$ cat config.mk
export PLATFORM = sky130hd
export DESIGN_NAME = spi_xfer_engine
export DESIGN_NICKNAME = d
export VERILOG_FILES = /design/src/rtl/spi_xfer_pkg.sv /design/src/rtl/spi_cfg_regs.sv /design/src/rtl/spi_phase_calc.sv /design/src/rtl/spi_xfer_ctrl.sv /design/src/rtl/spi_xfer_engine.sv
export SDC_FILE = /design/constraint.sdc
export NUM_CORES = 1
export LEC_CHECK = 0
export ABC_AREA = 1
export BUFFER_PORTS_ARGS = -buffer_cell sky130_fd_sc_hd__buf_2
export CORE_UTILIZATION = 50
export DETAILED_ROUTE_END_ITERATION = 8
export GPL_TIMING_DRIVEN = 1
export PLACE_DENSITY = 0.69
export SLEW_MARGIN = 20
export SYNTH_ARGS = -nofsm -noshare
export SYNTH_HDL_FRONTEND = slang
export SYNTH_HIERARCHICAL = 1
export SYNTH_SLANG_ARGS = --single-unit
$ cat constraint.sdc
create_clock -name clk_i -period 5.67 [get_ports clk_i]
set_clock_uncertainty 0.1 [all_clocks]
set_input_delay 0.8505 -clock clk_i [delete_from_list [all_inputs] [get_ports clk_i]]
set_output_delay 0.8505 -clock clk_i [all_outputs]
set_load 0.02 [all_outputs]
$ cat src/rtl/spi_xfer_pkg.sv
package spi_xfer_pkg;
  typedef enum logic [2:0] {
    ST_IDLE,
    ST_LEAD,
    ST_HIGH,
    ST_LOW,
    ST_TRAIL
  } xfer_state_e;
endpackage

$ cat src/rtl/spi_cfg_regs.sv
module spi_cfg_regs #(
  parameter int LEN_W    = 4,
  parameter int DIV_W    = 8,
  parameter int DLY_W    = 8,
  parameter int MAX_CODE = 8
) (
  input  logic             clk_i,
  input  logic             rst_ni,
  input  logic             we_i,
  input  logic [LEN_W-1:0] len_i,
  input  logic [DIV_W-1:0] div_i,
  input  logic [DLY_W-1:0] lead_i,
  input  logic [DLY_W-1:0] trail_i,
  input  logic             start_rej_i,
  output logic [LEN_W-1:0] len_o,
  output logic [DIV_W-1:0] div_o,
  output logic [DLY_W-1:0] lead_o,
  output logic [DLY_W-1:0] trail_o,
  output logic             cfg_ok_o,
  output logic             cfg_err_o
);
  logic new_ok;

  assign new_ok   = (div_i != '0) && (int'(len_i) <= MAX_CODE);
  assign cfg_ok_o = (div_o != '0) && (int'(len_o) <= MAX_CODE);

  always_ff @(posedge clk_i or negedge rst_ni) begin
    if (!rst_ni) begin
      len_o   <= '0;
      div_o   <= '0;
      lead_o  <= '0;
      trail_o <= '0;
    end else if (we_i) begin
      len_o   <= len_i;
      div_o   <= div_i;
      lead_o  <= lead_i;
      trail_o <= trail_i;
    end
  end

  // clear has priority over a refused start in the same cycle
  always_ff @(posedge clk_i or negedge rst_ni) begin
    if (!rst_ni)                cfg_err_o <= 1'b0;
    else if (we_i && new_ok)    cfg_err_o <= 1'b0;
    else if (start_rej_i)       cfg_err_o <= 1'b1;
  end

  assert_err_set_R7: assert property (@(posedge clk_i) disable iff (!rst_ni)
    $rose(cfg_err_o) |-> $past(start_rej_i));
  assert_err_clear_R10: assert property (@(posedge clk_i) disable iff (!rst_ni)
    (we_i && new_ok) |=> !cfg_err_o);
  assert_err_hold_R7: assert property (@(posedge clk_i) disable iff (!rst_ni)
    (cfg_err_o && !we_i) |=> cfg_err_o);
endmodule

$ cat src/rtl/spi_phase_calc.sv
module spi_phase_calc #(
  parameter int DIV_W = 8,
  parameter int DLY_W = 8,
  parameter int CNT_W = 8
) (
  input  logic             clk_i,
  input  logic             rst_ni,
  input  logic [DIV_W-1:0] div_i,
  input  logic [DLY_W-1:0] lead_i,
  output logic [CNT_W-1:0] hi_len_o,
  output logic [CNT_W-1:0] lo_len_o,
  output logic [CNT_W-1:0] lead_len_o
);
  logic [DIV_W-1:0] half;

  assign half = div_i >> 1;

  always_comb begin
    if (div_i < DIV_W'(2)) begin
      hi_len_o = CNT_W'(1);
      lo_len_o = CNT_W'(1);
    end else begin
      hi_len_o = CNT_W'(half);
      lo_len_o = CNT_W'(div_i - half);
    end
    lead_len_o = (lead_i != '0) ? CNT_W'(lead_i) : lo_len_o;
  end

  assert_phase_sum_R2: assert property (@(posedge clk_i) disable iff (!rst_ni)
    (div_i > DIV_W'(1)) |-> (32'(hi_len_o) + 32'(lo_len_o) == 32'(div_i)));
  assert_low_ge_high_R2: assert property (@(posedge clk_i) disable iff (!rst_ni)
    lo_len_o >= hi_len_o);
endmodule

$ cat src/rtl/spi_xfer_ctrl.sv
module spi_xfer_ctrl
  import spi_xfer_pkg::*;
#(
  parameter int DATA_W   = 16,
  parameter int LEN_W    = 4,
  parameter int CNT_W    = 8,
  parameter int MIN_BITS = 8
) (
  input  logic              clk_i,
  input  logic              rst_ni,
  input  logic              start_i,
  input  logic              cfg_ok_i,
  input  logic [LEN_W-1:0]  len_code_i,
  input  logic [CNT_W-1:0]  hi_len_i,
  input  logic [CNT_W-1:0]  lo_len_i,
  input  logic [CNT_W-1:0]  lead_len_i,
  input  logic [CNT_W-1:0]  trail_i,
  input  logic [DATA_W-1:0] tx_data_i,
  input  logic              miso_i,
  output logic              start_rej_o,
  output logic              sck_o,
  output logic              mosi_o,
  output logic              cs_no,
  output logic              done_o,
  output logic [DATA_W-1:0] rx_data_o
);
  localparam int BIT_W = $clog2(DATA_W + 1);

  xfer_state_e       state_q;
  logic [CNT_W-1:0]  cnt_q, hi_q, lo_q, trail_q;
  logic [BIT_W-1:0]  nbits_w, nbits_q, left_q;
  logic [DATA_W-1:0] tx_sh, rx_sh;
  logic              idle, accept, last_cnt;

  assign idle        = (state_q == ST_IDLE);
  assign accept      = start_i && idle && cfg_ok_i;
  assign start_rej_o = start_i && idle && !cfg_ok_i;
  assign nbits_w     = BIT_W'(MIN_BITS) + BIT_W'(len_code_i);
  assign last_cnt    = (cnt_q == CNT_W'(1));
  assign mosi_o      = tx_sh[DATA_W-1];

  always_ff @(posedge clk_i or negedge rst_ni) begin
    if (!rst_ni) begin
      state_q   <= ST_IDLE;
      cnt_q     <= '0;
      hi_q      <= '0;
      lo_q      <= '0;
      trail_q   <= '0;
      nbits_q   <= '0;
      left_q    <= '0;
      tx_sh     <= '0;
      rx_sh     <= '0;
      sck_o     <= 1'b0;
      cs_no     <= 1'b1;
      done_o    <= 1'b0;
      rx_data_o <= '0;
    end else begin
      done_o <= 1'b0;
      unique case (state_q)
        ST_IDLE: if (accept) begin
          cs_no   <= 1'b0;
          state_q <= ST_LEAD;
          cnt_q   <= lead_len_i;
          hi_q    <= hi_len_i;
          lo_q    <= lo_len_i;
          trail_q <= trail_i;
          nbits_q <= nbits_w;
          left_q  <= nbits_w;
          tx_sh   <= tx_data_i << (BIT_W'(DATA_W) - nbits_w);
          rx_sh   <= '0;
        end
        ST_LEAD, ST_LOW: begin
          if (last_cnt) begin
            sck_o   <= 1'b1;
            rx_sh   <= {rx_sh[DATA_W-2:0], miso_i};
            cnt_q   <= hi_q;
            state_q <= ST_HIGH;
          end else begin
            cnt_q <= cnt_q - 1'b1;
          end
        end
        ST_HIGH: begin
          if (last_cnt) begin
            sck_o <= 1'b0;
            if (left_q == BIT_W'(1)) begin
              cs_no     <= 1'b1;
              done_o    <= 1'b1;
              rx_data_o <= rx_sh;
              tx_sh     <= '0;
              cnt_q     <= trail_q;
              state_q   <= (trail_q == '0) ? ST_IDLE : ST_TRAIL;
            end else begin
              left_q  <= left_q - 1'b1;
              tx_sh   <= tx_sh << 1;
              cnt_q   <= lo_q;
              state_q <= ST_LOW;
            end
          end else begin
            cnt_q <= cnt_q - 1'b1;
          end
        end
        ST_TRAIL: begin
          if (last_cnt) state_q <= ST_IDLE;
          else          cnt_q   <= cnt_q - 1'b1;
        end
        default: state_q <= ST_IDLE;
      endcase
    end
  end

  assert_done_pulse_R6: assert property (@(posedge clk_i) disable iff (!rst_ni)
    done_o |=> !done_o);
  assert_done_edge_R6: assert property (@(posedge clk_i) disable iff (!rst_ni)
    done_o |-> (cs_no && !sck_o && $past(sck_o)));
  assert_sck_idle_R3: assert property (@(posedge clk_i) disable iff (!rst_ni)
    cs_no |-> !sck_o);
  assert_mosi_hold_R3: assert property (@(posedge clk_i) disable iff (!rst_ni)
    (sck_o && $past(sck_o)) |-> $stable(mosi_o));
  assert_rx_upper_R1: assert property (@(posedge clk_i) disable iff (!rst_ni)
    done_o |-> ((rx_data_o >> nbits_q) == '0));
  assert_trail_cs_R5: assert property (@(posedge clk_i) disable iff (!rst_ni)
    (state_q == ST_TRAIL) |-> cs_no);
  assert_reject_cs_R7: assert property (@(posedge clk_i) disable iff (!rst_ni)
    start_rej_o |=> cs_no);
endmodule

$ cat src/rtl/spi_xfer_engine.sv
module spi_xfer_engine #(
  parameter int DATA_W   = 16,
  parameter int LEN_W    = 4,
  parameter int DIV_W    = 8,
  parameter int DLY_W    = 8,
  parameter int MIN_BITS = 8
) (
  input  logic              clk_i,
  input  logic              rst_ni,
  input  logic              cfg_we_i,
  input  logic [LEN_W-1:0]  cfg_len_i,
  input  logic [DIV_W-1:0]  cfg_div_i,
  input  logic [DLY_W-1:0]  cfg_lead_i,
  input  logic [DLY_W-1:0]  cfg_trail_i,
  input  logic              start_i,
  input  logic [DATA_W-1:0] tx_data_i,
  output logic [DATA_W-1:0] rx_data_o,
  output logic              done_o,
  output logic              cfg_err_o,
  output logic              sck_o,
  output logic              mosi_o,
  output logic              cs_no,
  input  logic              miso_i
);
  localparam int MAX_CODE = DATA_W - MIN_BITS;
  localparam int CNT_W    = (DLY_W > DIV_W) ? DLY_W : DIV_W;

  logic [LEN_W-1:0] len_q;
  logic [DIV_W-1:0] div_q;
  logic [DLY_W-1:0] lead_q, trail_q;
  logic [CNT_W-1:0] hi_len, lo_len, lead_len;
  logic             cfg_ok, start_rej;

  spi_cfg_regs #(
    .LEN_W(LEN_W), .DIV_W(DIV_W), .DLY_W(DLY_W), .MAX_CODE(MAX_CODE)
  ) u_cfg (
    .clk_i, .rst_ni,
    .we_i       (cfg_we_i),
    .len_i      (cfg_len_i),
    .div_i      (cfg_div_i),
    .lead_i     (cfg_lead_i),
    .trail_i    (cfg_trail_i),
    .start_rej_i(start_rej),
    .len_o      (len_q),
    .div_o      (div_q),
    .lead_o     (lead_q),
    .trail_o    (trail_q),
    .cfg_ok_o   (cfg_ok),
    .cfg_err_o  (cfg_err_o)
  );

  spi_phase_calc #(
    .DIV_W(DIV_W), .DLY_W(DLY_W), .CNT_W(CNT_W)
  ) u_phase (
    .clk_i, .rst_ni,
    .div_i     (div_q),
    .lead_i    (lead_q),
    .hi_len_o  (hi_len),
    .lo_len_o  (lo_len),
    .lead_len_o(lead_len)
  );

  spi_xfer_ctrl #(
    .DATA_W(DATA_W), .LEN_W(LEN_W), .CNT_W(CNT_W), .MIN_BITS(MIN_BITS)
  ) u_ctrl (
    .clk_i, .rst_ni,
    .start_i    (start_i),
    .cfg_ok_i   (cfg_ok),
    .len_code_i (len_q),
    .hi_len_i   (hi_len),
    .lo_len_i   (lo_len),
    .lead_len_i (lead_len),
    .trail_i    (CNT_W'(trail_q)),
    .tx_data_i  (tx_data_i),
    .miso_i     (miso_i),
    .start_rej_o(start_rej),
    .sck_o      (sck_o),
    .mosi_o     (mosi_o),
    .cs_no      (cs_no),
    .done_o     (done_o),
    .rx_data_o  (rx_data_o)
  );
endmodule

* Yosys cells after proc, flatten, opt, wreduce, memory -nomap -nowiden *
Cells that the tools add are included.

storage, ports and cells
  bits in registers = 120
  output and inout port bits = 21
  word-level logic and storage cells = 105

cells by class
  $add $sub $neg = 5
  magnitude comparators = 3
  eq/ne operators = 13
  shift operators = 1
  muxes and demuxes = 39
  reductions and logical operators = 27

operators by type and width
  cell                                                         number
  2-to-1 mux 16 bit                                            5
  case mux 16 bit (2 select lines)                             2
  2-to-1 mux 8 bit                                             7
  case mux 8 bit (4 select lines)                              1
  nonzero test 8 bit                                           3
  2-to-1 mux 3 bit                                             6
  << shifter 16 x 5 -> 16 bit                                  1
  2-to-1 mux 5 bit                                             3
  AND reduction 3 bit                                          5
  case mux 3 bit (4 select lines)                              1
  AND reduction 4 bit                                          3
  2-to-1 mux 1 bit                                             10
  case mux 5 bit (2 select lines)                              1
  equality test 8 x 1 -> 1 bit (second input constant)         1
  less-or-equal comparator 4 bit (second input constant)       2
  logical NOT 8 bit                                            1
  less-than comparator 8 x 2 -> 1 bit (second input constant)  1
  != test 2 x 1 -> 1 bit (second input constant)               4
  nonzero test 2 bit                                           4
  subtractor 8 x 1 -> 8 bit (second input constant)            1
  subtractor 8 x 7 -> 8 bit                                    1
  2-to-1 mux 7 bit                                             1
  equality test 3 x 2 -> 1 bit (second input constant)         2
  logical AND 1 bit                                            6
  13 further kinds                                             16

* Depth between registers and ports, before layout *
  depth after elaboration = 6
  gate-level depth with buffers = 16
  gate-level depth less buffers = 16

* By module *
The synthesis kept the hierarchy.

modules (own cells, without submodules)
  module          instances  cells each  area an instance (µm²)  sequential area each (µm²)
  spi_xfer_ctrl   1          714         5230.0                  2278.4
  spi_cfg_regs    1          144         1213.7                  725.7
  spi_phase_calc  1          120         694.4                   0.0

* Least setup slack after synthesis *
Ideal clock, no wire load.

  path type = reg-to-reg
  start = reg u_cfg.len_o[0]
  end = reg u_ctrl.tx_sh[12]
  library setup time = 117 ps
  data arrival time = 1889 ps
  required time = 5453 ps
  path slack = 3564 ps
  cell stages (with the launch flop) = 15
  path buffers = 4
  cell sequence = dfrtp_1 > buf_6 > inv_4 > buf_2 > ha_1 > clkbuf_2 > inv_1 > buf_2 > nand3_1 > nand3_1 > o21ai_0 > nand2_1 > nand2_1 > nor2_1 > nor2_1

on the way
  cells in the longest elaborated chain, start to end = 5

RTL lines
  item                                                                            line                                      RTL
  start: declaration                                                              spi_cfg_regs.sv:15                        output logic [LEN_W-1:0] len_o,
  start signal: assignment                                                        spi_cfg_regs.sv:34                        len_o <= len_i;
  adder 4 x 4 -> 5 bit / less-or-equal comparator 4 bit (equally long branches)   spi_xfer_ctrl.sv:38, spi_cfg_regs.sv:25
  subtractor 5 bit / logical AND 1 bit (equally long branches)                    spi_xfer_ctrl.sv:69, spi_cfg_regs.sv:25
  << shifter 16 x 5 -> 16 bit / logical AND 1 bit (equally long branches)         spi_xfer_ctrl.sv:69, spi_xfer_ctrl.sv:36
  2-to-1 mux 16 bit / != test 2 bit (equally long branches)                       -
  case mux 16 bit (2 select lines) / AND reduction 3 bit (equally long branches)  -
  end signal: assignment                                                          spi_xfer_ctrl.sv:69                       tx_sh <= tx_data_i << (BIT_W'(DATA_W) - nbits_w);
  end signal: assignment                                                          spi_xfer_ctrl.sv:94                       tx_sh <= tx_sh << 1;
  end: declaration                                                                spi_xfer_ctrl.sv:32                       logic [DATA_W-1:0] tx_sh, rx_sh;

Several ways; a longest one is shown, not always the timed one. The select of a mux whose other input is x is not followed.
A chain may end at the register's enable or synchronous reset.

* Worst setup path in the final report *
  start = reg u_cfg.len_o[0]
  end = reg u_ctrl.tx_sh[14]

Same word-level chain as after synthesis.

==> results_dict.tcl <==
set metrics [dict create \
    run_status "complete, no violations" \
    finalPower_w 0.00339 \
    switching_share_pct 36.0 \
    grt_usage_pct 23.4 \
    synth_common_cells "nand2_1, dfrtp_1, inv_1" \
    min_path_type "in -> async" \
    slew_viol_final 0 \
    leakage_nw 4.27 \
    peakVddDrop_v 0.000234 \
    grtUsageMet1_pct 30.8 \
    tritoncts "done" \
    grt_pass1_vias 5882 \
    numCtsBuffers 17 \
    crit_path_end_kind "register" \
    nets 1100 \
    syn_inst 978 \
    synth_top_flop_cell "dfrtp_1" \
    syn-cell-area_mm2 0.00714 \
    coreArea_mm2 0.0139 \
    p_int_w 0.00217 \
    ioPinCount 70 \
    dp_hpwl_um 11300 \
    yosysSeqAreaShare_pct 42.1 \
    grt.busiest_layer "met2" \
    tns_ns 0 \
    hold_violations 0 \
    critPathTopFamily "flip-flops" \
    use_met2_pct 38.0 \
    switching_power_w 0.00122 \
    worst_pin_slew_ns 0.836 \
    routedWlPerCell_um 12.9 \
    ctsRootBufferMaster "clkbuf_16" \
    yosysMostFrequentCell "nand2_1" \
    seqPwrFrac_pct 38.2 \
    syn_to_final_growth_pct 13.1 \
    power_density_mw_per_mm2 420 \
    port_buffers 69 \
    cts_buffer_depth 2 \
    slowest_delay_ns 0.67 \
    cpMostUsedCell "nand2_1" \
    cts_max_level 4 \
    synth_area_leaders "dfrtp_1, nand2_1, nand3_1" \
    max_freq_mhz 354 \
    grt_max_degree 82 \
    fillers 1342 \
    crit_buf_inv 3 \
    clkLatencyLatePin_ns 0.42 \
    synth-seq-cells 120 \
    vias_per_cell 5.08 \
    hold_buffers 0 \
    start_util_pct 51.4 \
    crit_chain "inv_4, ha_1, inv_1, nand3_1, nand2_1, o21ai_0, nand2_1, nand3_1, nand2_1, inv_1" \
    cts.reportedPaths.clkPinSlew_ns 0.06 \
    pwr-share-clk_pct 31.7 \
    drt_iter0_drc 339 \
    placementRows 43 \
    synth-edff-count 0 \
    maxCapViolCount 0 \
    critPathArrivalTime_ns 3.09 \
    cp_data_required_time_ns 5.93 \
    die_h_um 121 \
    dr_total_vias 6227 \
    ys_warn_count 6 \
    crit_path_start_kind "register" \
    critPathKind "reg -> reg" \
    synth_nets 1046 \
    cts_resized 0 \
    cts_sinks 120 \
    grt_pass1_wl_um 27100 \
    final_util_pct 58.2 \
    ys_types 46 \
    antenna_found_initial 0 \
    power_frac_comb_pct 30.1 \
    rsz0062_at_grt "false" \
    first_pass_iters 5 \
    drc 0 \
    yosys.area.top_type_share_pct 41.7 \
    async_flop_share_pct 100 \
    place_congestion 0.836 \
    avgSynthCellArea_um2 7.30 \
    overflow 0 \
    period_needed_ns 2.83 \
    die_area_mm2 0.0148 \
    post-route-period-util_pct 49.9 \
    drtAntennaViolNets 0 \
    diodes 0 \
    drt-total-wl_um 15800 \
    critPathSlowestCell "dfrtp_1" \
    drive_gt1_share_pct 15.1 \
    grt_util_met3_pct 4.70 \
    post_cts_buffers 0 \
    setup_viol 0 \
    die_x_um 121 \
    crit_fanout 19 \
    slew_headroom_pct 44.1 \
    synth_largest_area_cell "dfrtp_1" \
]
## kinds of logic after synthesis
kind of cell             Yosys count  share of synthesized area [%]
buffers and inverters            155                           9.96
AND/OR/NAND/NOR                  556                           33.9
flip-flops                       120                           42.1
other                              1                         0.0525
adder cells (fa/ha/maj)           19                           3.44
XOR/XNOR                           7                          0.859
AO/OA/AOI/OAI                    120                           9.69
## sequential cells by signal, summed over array words and instances (netlist names)
register and flops:
u_ctrl/cnt_q 8, u_ctrl/left_q 5, u_ctrl/sck_o 1, u_cfg/cfg_err_o 1, u_ctrl/done_o 1, u_ctrl/hi_q 8, u_ctrl/state_q 3, u_cfg/trail_o 8
u_ctrl/lo_q 8, u_ctrl/cs_no 1, u_ctrl/rx_sh 16, u_cfg/len_o 4, u_cfg/div_o 8, u_ctrl/tx_sh 16, u_cfg/lead_o 8, u_ctrl/rx_data_o 16
u_ctrl/trail_q 8
## final timing paths
path                                 startpoint               end  slack, ns  cells past startpoint
worst min-delay path                     rst_ni  u_ctrl/tx_sh[15]       0.37                      1
worst max register to register   u_cfg/len_o[0]  u_ctrl/tx_sh[14]       2.84                     10
worst min register to register  u_cfg/lead_o[5]   u_cfg/lead_o[5]       0.37                      2
min in group clk_i              u_cfg/lead_o[5]   u_cfg/lead_o[5]       0.37                      2
worst max-delay path             u_cfg/len_o[0]  u_ctrl/tx_sh[14]       2.84                     10
max in group asynchronous                rst_ni  u_cfg/trail_o[1]       4.10                      2
## metal layers
| layer | vias up | share of wire [%] |
|---|---|---|
| li1 | 3186 | - |
| met2 | 126 | 47 |
| met3 | 22 | 3.5 |
| met4 | 0 | 1.4 |
| met5 | - | 0 |
| met1 | 2893 | 48 |
## worst reg2reg max path: stages (launching register included)
cell and delay (ns):
dfrtp_1 0.67, inv_4 0.18, ha_1 0.62, inv_1 0.35, nand3_1 0.17, nand2_1 0.07
o21ai_0 0.32, nand2_1 0.08, nand3_1 0.09, nand2_1 0.06, inv_1 0.05
## cell usage in the layout, fill, tap and decap left out, drive strengths merged
cell and n:
nand4 11, o22ai 2, o21ai 80, a21oi 28, nor4 1, clkinv 6
ha 18, nor3 4, nand2 356, and3 1, a22oi 2, nor2 88
bufinv 3, clkinvlp 4, o21bai 1, a31oi 3, dfrtp 119, buf 71
clkbuf 19, xor2 7, nand3b 3, inv 119, o21a 2, fa 1
nand3 88, a21o 2, conb 1, or2 4, dfstp 1
## per-stage QoR
stage	worst slack [ns]	cells	instance area [µm²]	hold slack [ns]
detailed placement	2.92	1193	7470	0.359
CTS	2.90	1225	8070	0.373
global placement	2.90	1193	7470	0.356
finish	2.84	1225	8080	0.366
global route	2.53	1225	8080	0.396
floorplan	3.56	978	7140	0.342
## power by group through the flow
stage                     combinational [W]  clock, W  sequential (W)
final                               0.00102   0.00108         0.00130
after global routing                0.00118   0.00114         0.00133
after CTS                           0.00102   0.00110         0.00130
after detailed placement            0.00101         0         0.00131
after global placement             0.000993         0         0.00130
after floorplan                    0.000799         0         0.00127
## cell type report
cell class                 count  area, µm²  share of cell area, %
clock buffer                  19        443                   5.48
clock inverter                13        154                   1.91
inverter                     119        452                   5.59
multi-input combinational    703       3430                   42.5
sequential                   120       3000                   37.2
tap                          180        225                   2.79
timing repair buffer          71        367                   4.54
Note: power is estimated with default switching activity, not from simulation.
